[src/rtl/dual_irq_ctrl.sv]
module dual_irq_ctrl #(
  parameter logic [7:0] PRI_LEVEL_OK = 8'hF8,
  parameter logic [7:0] SEC_LEVEL_OK = 8'hDE,
  parameter int         CASC_LINE    = 2
) (
  input  logic        clk,
  input  logic        rst_n,
  input  logic [15:0] irq_in,
  input  logic        wr_en,
  input  logic [2:0]  addr,
  input  logic [7:0]  wdata,
  output logic [7:0]  rdata,
  output logic [7:0]  vec_out,
  output logic        int_out,
  input  logic        ack_valid,
  input  logic [7:0]  ack_vector
);

  localparam logic [2:0] CASC = 3'(CASC_LINE);

  logic [7:0] irr [2];
  logic [7:0] isr [2];
  logic [7:0] imr [2];
  logic [7:0] elc [2];
  logic [7:0] line [2];
  logic [7:0] prv [2];
  logic [7:0] irr_n [2];
  logic [7:0] isr_n [2];
  logic [4:0] base [2];
  logic [2:0] step [2];
  logic [2:0] acc_pin [2];
  logic [3:0] pk [2];
  logic [1:0] ready, aeoi, raised, rd_isr, raise, acc_en, cmd_wr, dat_wr, elc_wr, icw1;
  logic       casc;
  logic       ack_slv;

  function automatic logic [3:0] pick(input logic [7:0] req, input logic [7:0] msk,
                                      input logic [7:0] svc);
    logic stop;
    pick = 4'b0;
    stop = 1'b0;
    for (int p = 0; p < 8; p++) begin
      if (!stop) begin
        if (svc[p]) stop = 1'b1;
        else if (req[p] && !msk[p]) begin
          pick = {1'b1, 3'(p)};
          stop = 1'b1;
        end
      end
    end
  endfunction

  function automatic logic [3:0] top_svc(input logic [7:0] svc);
    top_svc = 4'b0;
    for (int p = 7; p >= 0; p--)
      if (svc[p]) top_svc = {1'b1, 3'(p)};
  endfunction

  assign line[0] = {irq_in[7:3], irq_in[2] | casc, irq_in[1:0]};
  assign line[1] = irq_in[15:8];

  assign ack_slv   = ack_valid && (ack_vector[7:3] == base[1]);
  assign acc_en[0] = ack_valid;
  assign acc_en[1] = ack_slv;
  assign acc_pin[0] = ack_slv ? CASC : ack_vector[2:0];
  assign acc_pin[1] = ack_vector[2:0];

  for (genvar c = 0; c < 2; c++) begin : g_ctl
    assign cmd_wr[c] = wr_en && (addr == 3'(2 * c));
    assign dat_wr[c] = wr_en && (addr == 3'(2 * c + 1));
    assign elc_wr[c] = wr_en && (addr == 3'(4 + c));
    assign icw1[c]   = cmd_wr[c] && wdata[4];
    assign pk[c]     = pick(irr[c], imr[c], isr[c]);
    assign raise[c]  = ready[c] && !raised[c] && pk[c][3] && !acc_en[c] && !icw1[c];

    always_comb begin
      logic [3:0] hs;
      irr_n[c] = irr[c];
      isr_n[c] = isr[c];
      hs = top_svc(isr[c]);
      if (acc_en[c]) begin
        if (!line[c][acc_pin[c]]) irr_n[c][acc_pin[c]] = 1'b0;
        if (!aeoi[c]) isr_n[c][acc_pin[c]] = 1'b1;
      end
      if (ready[c]) begin
        for (int i = 0; i < 8; i++) begin
          if (elc[c][i]) irr_n[c][i] = line[c][i];
          else if (line[c][i] && !prv[c][i]) irr_n[c][i] = 1'b1;
        end
      end
      if (cmd_wr[c] && ready[c] && !wdata[4] && !wdata[3] && wdata[5]) begin
        if (wdata[6]) isr_n[c][wdata[2:0]] = 1'b0;
        else if (hs[3]) isr_n[c][hs[2:0]] = 1'b0;
      end
    end

    always_ff @(posedge clk or negedge rst_n) begin
      if (!rst_n) begin
        irr[c] <= '0; isr[c] <= '0; imr[c] <= '0; elc[c] <= '0; prv[c] <= '0;
        base[c] <= '0; step[c] <= '0; ready[c] <= 1'b0; aeoi[c] <= 1'b0;
        raised[c] <= 1'b0; rd_isr[c] <= 1'b0;
      end else begin
        prv[c] <= line[c];
        if (elc_wr[c]) elc[c] <= wdata & ((c == 0) ? PRI_LEVEL_OK : SEC_LEVEL_OK);
        if (icw1[c]) begin
          ready[c]  <= 1'b0;
          irr[c]    <= '0;
          isr[c]    <= '0;
          imr[c]    <= '0;
          aeoi[c]   <= 1'b0;
          raised[c] <= 1'b0;
          rd_isr[c] <= 1'b0;
          step[c]   <= (wdata[0] && !wdata[1]) ? 3'd2 : 3'd0;
        end else begin
          irr[c] <= irr_n[c];
          isr[c] <= isr_n[c];
          if (acc_en[c]) raised[c] <= 1'b0;
          else if (raise[c]) raised[c] <= 1'b1;
          if (cmd_wr[c] && ready[c] && wdata[3] && wdata[1]) rd_isr[c] <= wdata[0];
          if (dat_wr[c]) begin
            case (step[c])
              3'd2: begin base[c] <= wdata[7:3]; step[c] <= 3'd3; end
              3'd3: step[c] <= 3'd4;
              3'd4: if (wdata[0]) begin
                ready[c] <= 1'b1;
                aeoi[c]  <= wdata[1];
                step[c]  <= 3'd0;
              end
              default: imr[c] <= wdata;
            endcase
          end
        end
      end
    end
  end

  always_ff @(posedge clk or negedge rst_n) begin
    if (!rst_n) casc <= 1'b0;
    else        casc <= raise[1];
  end

  always_comb begin
    if (pk[0][3] && pk[0][2:0] == CASC)
      vec_out = {base[1], pk[1][3] ? pk[1][2:0] : 3'd7};
    else
      vec_out = {base[0], pk[0][3] ? pk[0][2:0] : 3'd7};
  end

  always_comb begin
    case (addr)
      3'd0:    rdata = rd_isr[0] ? isr[0] : irr[0];
      3'd1:    rdata = imr[0];
      3'd2:    rdata = rd_isr[1] ? isr[1] : irr[1];
      3'd3:    rdata = imr[1];
      3'd4:    rdata = elc[0];
      3'd5:    rdata = elc[1];
      default: rdata = 8'h00;
    endcase
  end

  assign int_out = raised[0];


  cascade_raised_chk: assert property (@(posedge clk) disable iff (!rst_n)
    casc |-> raised[1]);


  idle_pri_chk: assert property (@(posedge clk) disable iff (!rst_n)
    !ready[0] |-> irr[0] == 8'h00);


  idle_sec_chk: assert property (@(posedge clk) disable iff (!rst_n)
    !ready[1] |-> irr[1] == 8'h00);


  level_follow_chk: assert property (@(posedge clk) disable iff (!rst_n)
    (ready[0] && $past(ready[0])) |-> ((irr[0] ^ $past(line[0])) & $past(elc[0])) == 8'h00);


  slave_ack_chk: assert property (@(posedge clk) disable iff (!rst_n)
    (ack_slv && ready[0] && !aeoi[0] && !(wr_en && addr == 3'd0)) |=> isr[0][CASC_LINE]);


  auto_eoi_chk: assert property (@(posedge clk) disable iff (!rst_n)
    (ack_valid && !ack_slv && aeoi[0] && ready[0] && isr[0] == 8'h00 && !wr_en)
      |=> isr[0] == 8'h00);

endmodule

[config.mk]
export PLATFORM = sky130hd
export DESIGN_NAME = dual_irq_ctrl
export DESIGN_NICKNAME = d
export VERILOG_FILES = /design/src/rtl/dual_irq_ctrl.sv
export SDC_FILE = /design/constraint.sdc
export NUM_CORES = 1
export LEC_CHECK = 0
export BUFFER_PORTS_ARGS = -buffer_cell sky130_fd_sc_hd__buf_2
export CAP_MARGIN = 20
export CELL_PAD_IN_SITES_DETAIL_PLACEMENT = 0
export CELL_PAD_IN_SITES_GLOBAL_PLACEMENT = 1
export CORE_ASPECT_RATIO = 0.75
export CORE_MARGIN = 2
export CORE_UTILIZATION = 34
export CTS_BUF_LIST = sky130_fd_sc_hd__clkbuf_4
export CTS_CLUSTER_SIZE = 40
export DETAILED_ROUTE_END_ITERATION = 10
export PLACE_DENSITY = 0.67
export SYNTH_ARGS = -nofsm -noshare
export SYNTH_HDL_FRONTEND = slang
export SYNTH_SLANG_ARGS = --single-unit
[constraint.sdc]
create_clock -name clk -period 2.5 [get_ports clk]
set_input_delay 0.5 -clock clk [delete_from_list [all_inputs] [get_ports clk]]
set_output_delay 0.5 -clock clk [all_outputs]
set_load 0.02 [all_outputs]
; Word level (Yosys, flattened, before mapping)
; Index checks and enable logic that the tools add are counted.
[classes]
order_cmp = 10
eq_ne = 17
muxes = 208
n_bitwise = 16
n_reduce_logical = 132
[ops]
columns = op, n
row1 = 2-to-1 mux 4 bit, 62
row2 = 2-to-1 mux 8 bit, 29
row3 = 2-to-1 mux 1 bit, 98
row4 = logical AND 1 bit, 68
row5 = AND 8 bit, 6
row6 = one-hot mux 8 bit (6 select lines), 1
row7 = zero test 1 bit, 41
row8 = NOT 8 bit, 5
row9 = 2-to-1 mux 3 bit, 8
row10 = == test 3 x 2 -> 1 bit (second input constant), 7
row11 = less-than comparator 3 x 4 -> 1 bit (second input constant), 5
row12 = one-hot mux 3 bit (3 select lines), 2
row13 = AND reduction 3 bit, 6
row14 = bitwise OR 8 bit, 2
row15 = nonzero test 2 bit, 8
row16 = demux 1 bit (select 3 bit), 5
row17 = >= comparator 3 x 1 -> 1 bit (second input constant), 5
row18 = == test 3 bit (second input constant), 4
row19 = nonzero test 4 bit, 2
row20 = binary-select mux 1 bit (select 3 bit), 2
row21 = inequality test 3 bit (second input constant), 2
row22 = nonzero test 3 bit, 2
row23 = OR reduction 3 bit, 2
row24 = == test 5 bit, 1
row25 = 7 further kinds, 10
[totals]
ff_bits = 100
in_bits = 39
output_inout_bits = 17
word_cells = 406

; Depth between registers and ports, before layout
[logic_depth]
depth_word = 31
mapped_depth = 7
ltp_nobuf = 5

; Worst setup path before layout
; OpenSTA, ideal clock, no wires.
[synth_timing]
path_type = register to output
startpoint = register isr[8] in the netlist's numbering
endpoint = output port vec_out[0]
arrival_ns = 2.167
required_ns = 2.000
slack_ns = -0.167
stages_incl_launch_ff = 7
path_cell_list = dfrtp_1 buf_6 or3_4 or3_4 or4_4 o211ai_1 a311o_1
[synth_via]
elab_chain_len = 25
elab_cells_between_ends = 33
cone_classes = eq/ne (1) / mux (31) / reduce/logical (1)
[synth_lines]
columns = element, line
row1 = "start, declared", 22  ; logic [7:0] isr [2];
row2 = "start signal, assigned by index", 116  ; isr[c] <= isr_n[c];
row3 = 2-to-1 mux 4 bit, 44  ; if (svc[p]) stop = 1'b1;
row4 = 2-to-1 mux 4 bit, 45  ; else if (req[p] && !msk[p]) begin
row5 = 2-to-1 mux 4 bit, 44
row6 = 2-to-1 mux 4 bit, 43  ; if (!stop) begin
row7 = 2-to-1 mux 4 bit, 45
row8 = 2-to-1 mux 4 bit, 44
row9 = 2-to-1 mux 4 bit, 43
row10 = 2-to-1 mux 4 bit, 45
row11 = [... 9 more ...], -
row12 = 2-to-1 mux 4 bit, 44
row13 = 2-to-1 mux 4 bit, 43
row14 = 2-to-1 mux 4 bit, 45
row15 = 2-to-1 mux 4 bit, 44
row16 = 2-to-1 mux 4 bit (*), 43
row17 = == test 3 x 2 -> 1 bit, 143  ; if (pk[0][3] && pk[0][2:0] == CASC)
row18 = logical AND 1 bit, 143
row19 = 2-to-1 mux 8 bit (*), 143
row20 = "end, declared", 13  ; output logic [7:0] vec_out,
; Mark *: on every way between the ends. The rest lies on a longest branch, timed or not.

; Worst setup path in the final report
[layout_timing]
startpoint = register isr[10] in the netlist's numbering
endpoint = output port vec_out[0]
[layout_via]
elab_chain_len = 20
elab_cells_between_ends = 27
cone_classes = eq/ne (1) / mux (25) / reduce/logical (1)
[layout_lines]
columns = element, line
row1 = 2-to-1 mux 4 bit, 44
row2 = 2-to-1 mux 4 bit, 43
row3 = 2-to-1 mux 4 bit, 45
row4 = 2-to-1 mux 4 bit, 44
row5 = 2-to-1 mux 4 bit, 43
row6 = 2-to-1 mux 4 bit, 45
row7 = 2-to-1 mux 4 bit, 44
row8 = 2-to-1 mux 4 bit, 43
row9 = [... 4 more ...], -
row10 = 2-to-1 mux 4 bit, 44
row11 = 2-to-1 mux 4 bit, 43
row12 = 2-to-1 mux 4 bit, 45
row13 = 2-to-1 mux 4 bit, 44
row14 = 2-to-1 mux 4 bit (*), 43
row15 = == test 3 x 2 -> 1 bit, 143
row16 = logical AND 1 bit, 143
row17 = 2-to-1 mux 8 bit (*), 143
; Marked as above.

==> summary.md <==
| Metric | Value |
|---|---|
| Status | finished, violations left |
| Failing checks | setup timing |
| Top post-synthesis cells by area | dfrtp_1, mux2_2, nand2_1, o21ai_0, mux2i_1 |
| Uppermost layer routed | met4 |
| Clock skew after layout | 19.8 ps |
| Register clock-pin slew on the reported worst setup and hold paths | roughly 160 ps |
| Net Count, Synth | 631 |
| Cells after Synth | 592 |
| Multi-input gate area | around 0.0030 sq mm |
| Diodes inserted | 0 |
| Syn-to-layout area delta | 23.1% |
| Via Count | 5272 |
| H-tree depth | 3 |
| Syn avg cell area | roughly 9.4 sq um |
| First-pass GRT wire length | about 32 mm |
| Largest net degree at the start of global routing | 49 |
| Startpoint types | flip-flop |
| IO Port Bufs | 55 |
| Final Hold Viols | 0 |
| CP endpoint kind | output port |
| Total GRT Usage | 24.2% |
| Max rail drop VDD | approximately 320 uV |
| TritonCTS Buffers | 9 |
| Drt pass-1 iters | 7 |
| DRT iter0 DRCs | 539 |
| Final Util | 42.8% |
| Pre-CTS setup slack | 13.8 ps |
| Max Cap Viol | 0 |
| Post-Layout Inst Area | about 0.0069 sq mm |
| Reg area | around 0.0025 sq mm |
| Total die area | about 0.017 sq mm |
| Crit path required time | 2000 ps |
| CTS Root Cell | clkbuf_4 |
| Fillers | approximately 1.6k |
| Most frequently used flop master after synthesis | dfrtp_1 |
| Die Y | 115 um |
| Total grt overflow | 0 |
| Placer Congestion | 0.991 |
| Fin. max-slew vios | 0 |
| Worst setup margin | -546 ps |
| Crit share post-route | 122% |
| Detailed placement HPWL | 15.5 mm |
| Sequential-to-total area share from yosys stat | 44.9% |
| Wire length on met1 | 9.80 mm |
| # setup viols final | 9 |
| R2r setup slk | 340 ps |
| Clock latency on the worst-skew pair | 500 ps |
| CORE AREA | 0.0160 sq mm |
| Synth Register Bits | 100 |
| Post-synth top area share | between 40 and 50% |
| Initial antenna violation count | 0 |
| Async set-or-reset flop fraction in the synthesized netlist | between 90% and 100% |
| Number of synthesized flops with an enable pin | 0 |
| Worst min path class | in2async |
| Largest area contributor in the netlist | dfrtp_1 |
| R2R cell count | 6 |
| Crit Path Max Fanout | 3 |
| WL per Instance | 23.1 um |
| Drt via density | 5.86 |
| Residual DRC | 0 |
| Minimum clock period | 3050 ps |
| Die Width | 152 um |
| Unrepaired setup endpoints after global routing | yes |
| Yosys warns | 0 |
| PwrDens | 700 mW/mm^2 |
| Reg2reg start | isr[10]$_DFF_PN0_ |
| Fmax achieved | 328 MHz |
| Met3 wire length | 1.74 mm |
| Row cnt | 40 |
| Mapped Area | 0.00557 sq mm |
| Initial core utilization | 34.8% |
| CTS tree | built |
| Worst slew pin tran | 718 ps |
| Final WL | 20.8 mm |
| Post-CTS Hold Fix Bufs | 0 |
| Clk sinks | 100 |
| WP data arrival | 2550 ps |
| Vias in the first global route | 5226 |
| Setup TNS | -3540 ps |
| Crit path kind | reg2out |
| Post-DP Area | 0.00639 sq mm |
| Count of unique library cells instantiated by Yosys | 62 |
| Reg2Reg Capture Point | int_out$_DFFE_PN0P_ |
| # IOs | 56 |
| Worst relative slew slack | 52.1% |
| Met2 WL | 8.83 mm |
| Clock Tree Buf Depth | 2 |
| Layout cells sized above 1 | between 20% and 30% |
| Layout Nets | 723 |
| Leakage | about 2.9 nW |
| Antenna viol nets, final | 0 |
==> per-layer routing <==
| layer | vias up | GRT usage, % |
|---|---|---|
| met5 | - | 0 |
| met4 | 0 | 5.86 |
| met1 | 2664 | 34.6 |
| met3 | 24 | 7.16 |
| met2 | 215 | 36.2 |
| li1 | 2369 | - |
==> cell type report <==
cell class                 instances  share of cell area (%)
tap                              210                    3.83
timing repair buffer             115                    12.5
sequential                       100                    36.5
multi-input combinational        439                    43.6
inverter                          19                    1.04
clock buffer                       9                   0.985
clock inverter                     7                    1.53
==> stage by stage <==
step / cells / total power [mW] / hold slack [ps]
floorplan: 592 / 2.95 / 204
global placement: 875 / 3.56 / 446
detailed placement: 875 / 3.58 / 451
CTS: 898 / 4.73 / 23.6
global route: 899 / 5.07 / 5.24
finish: 899 / 4.80 / 29.3
==> report_power, final <==
part | internal [mW] | switching [mW]
Sequential | 1.89 | 0.275
Combinational | 0.730 | 0.867
Clock | 0.421 | 0.622
Total | 3.04 | 1.76
==> placed cells by master (no fill, tap or decap), types with 17 or more instances in the layout <==
cell      Yosys  routed
buf_6         1      17
mux2_2       33      30
inv_1        19      19
a21oi_1      31      30
buf_2         0      43
o21ai_0      41      39
nor2_1       45      45
nor3_1       26      24
buf_4         0      52
dfrtp_1     100      98
nand2b_1     22      22
nand2_1      60      60
==> cell usage after synthesis (all sizes together), types with 3 or more instances <==
cell type	n
xnor2	5
or2	4
buf	4
nor3	26
nand3b	4
a31oi	11
nor4	3
o211ai	11
mux2	33
nor2b	10
nand2b	22
o21ai	41
or3	4
clkbuf	30
a32oi	6
or3b	4
o221a	9
a21oi	31
nor2	45
inv	19
nand4	5
and3	6
nand3	12
a211oi	9
a21o	3
mux2i	18
a22oi	4
a221oi	6
dfrtp	100
o311ai	3
a21boi	4
nand2	60
nor3b	5
==> critical path, stage by stage (launching register included) <==
cell	delay (ps)
dfrtp_1	420
or3_4	390
or3_4	350
or4_4	490
o211ai_1	120
a311o_1	170
buf_6	120
==> worst max path at each step <==
stage                                  from          to  cells past startpoint
after floorplan            isr[8]$_DFF_PN0_  vec_out[0]                      6
after global placement    isr[10]$_DFF_PN0_  vec_out[0]                      6
after detailed placement  isr[10]$_DFF_PN0_  vec_out[0]                      6
after CTS                 isr[10]$_DFF_PN0_  vec_out[0]                      6
after global routing      isr[10]$_DFF_PN0_  vec_out[0]                      6
final                     isr[10]$_DFF_PN0_  vec_out[0]                      6
==> sequential cells by signal (all words and copies together) (netlist names) <==
name / flops
base: 10
irr: 16
aeoi: 2
casc: 1
rd_isr: 2
elc: 11
step: 6
imr: 16
int_out: 1
raised: 1
ready: 2
prv: 16
isr: 16
==> kinds of logic (layout without fill, tap and decap cells) <==
| logic type | count (synthesis) | count (layout) | share of synthesized area [%] |
|---|---|---|---|
| AND/OR/NAND/NOR | 222 | 222 | 20.6 |
| AO/OA/AOI/OAI | 160 | 160 | 19.7 |
| flip-flops | 100 | 100 | 44.9 |
| buffers and inverters | 53 | 150 | 3.71 |
| multiplexers | 52 | 52 | 10.3 |
| XOR/XNOR | 5 | 5 | 0.786 |
==> what timing repair did <==
item	CTS	global route
cloned	0	0
resized for setup	34	24
buffers inserted	8	2
pin swaps	6	5
endpoints found under the setup margin	16	15
Note: power is estimated with default switching activity, not from simulation.
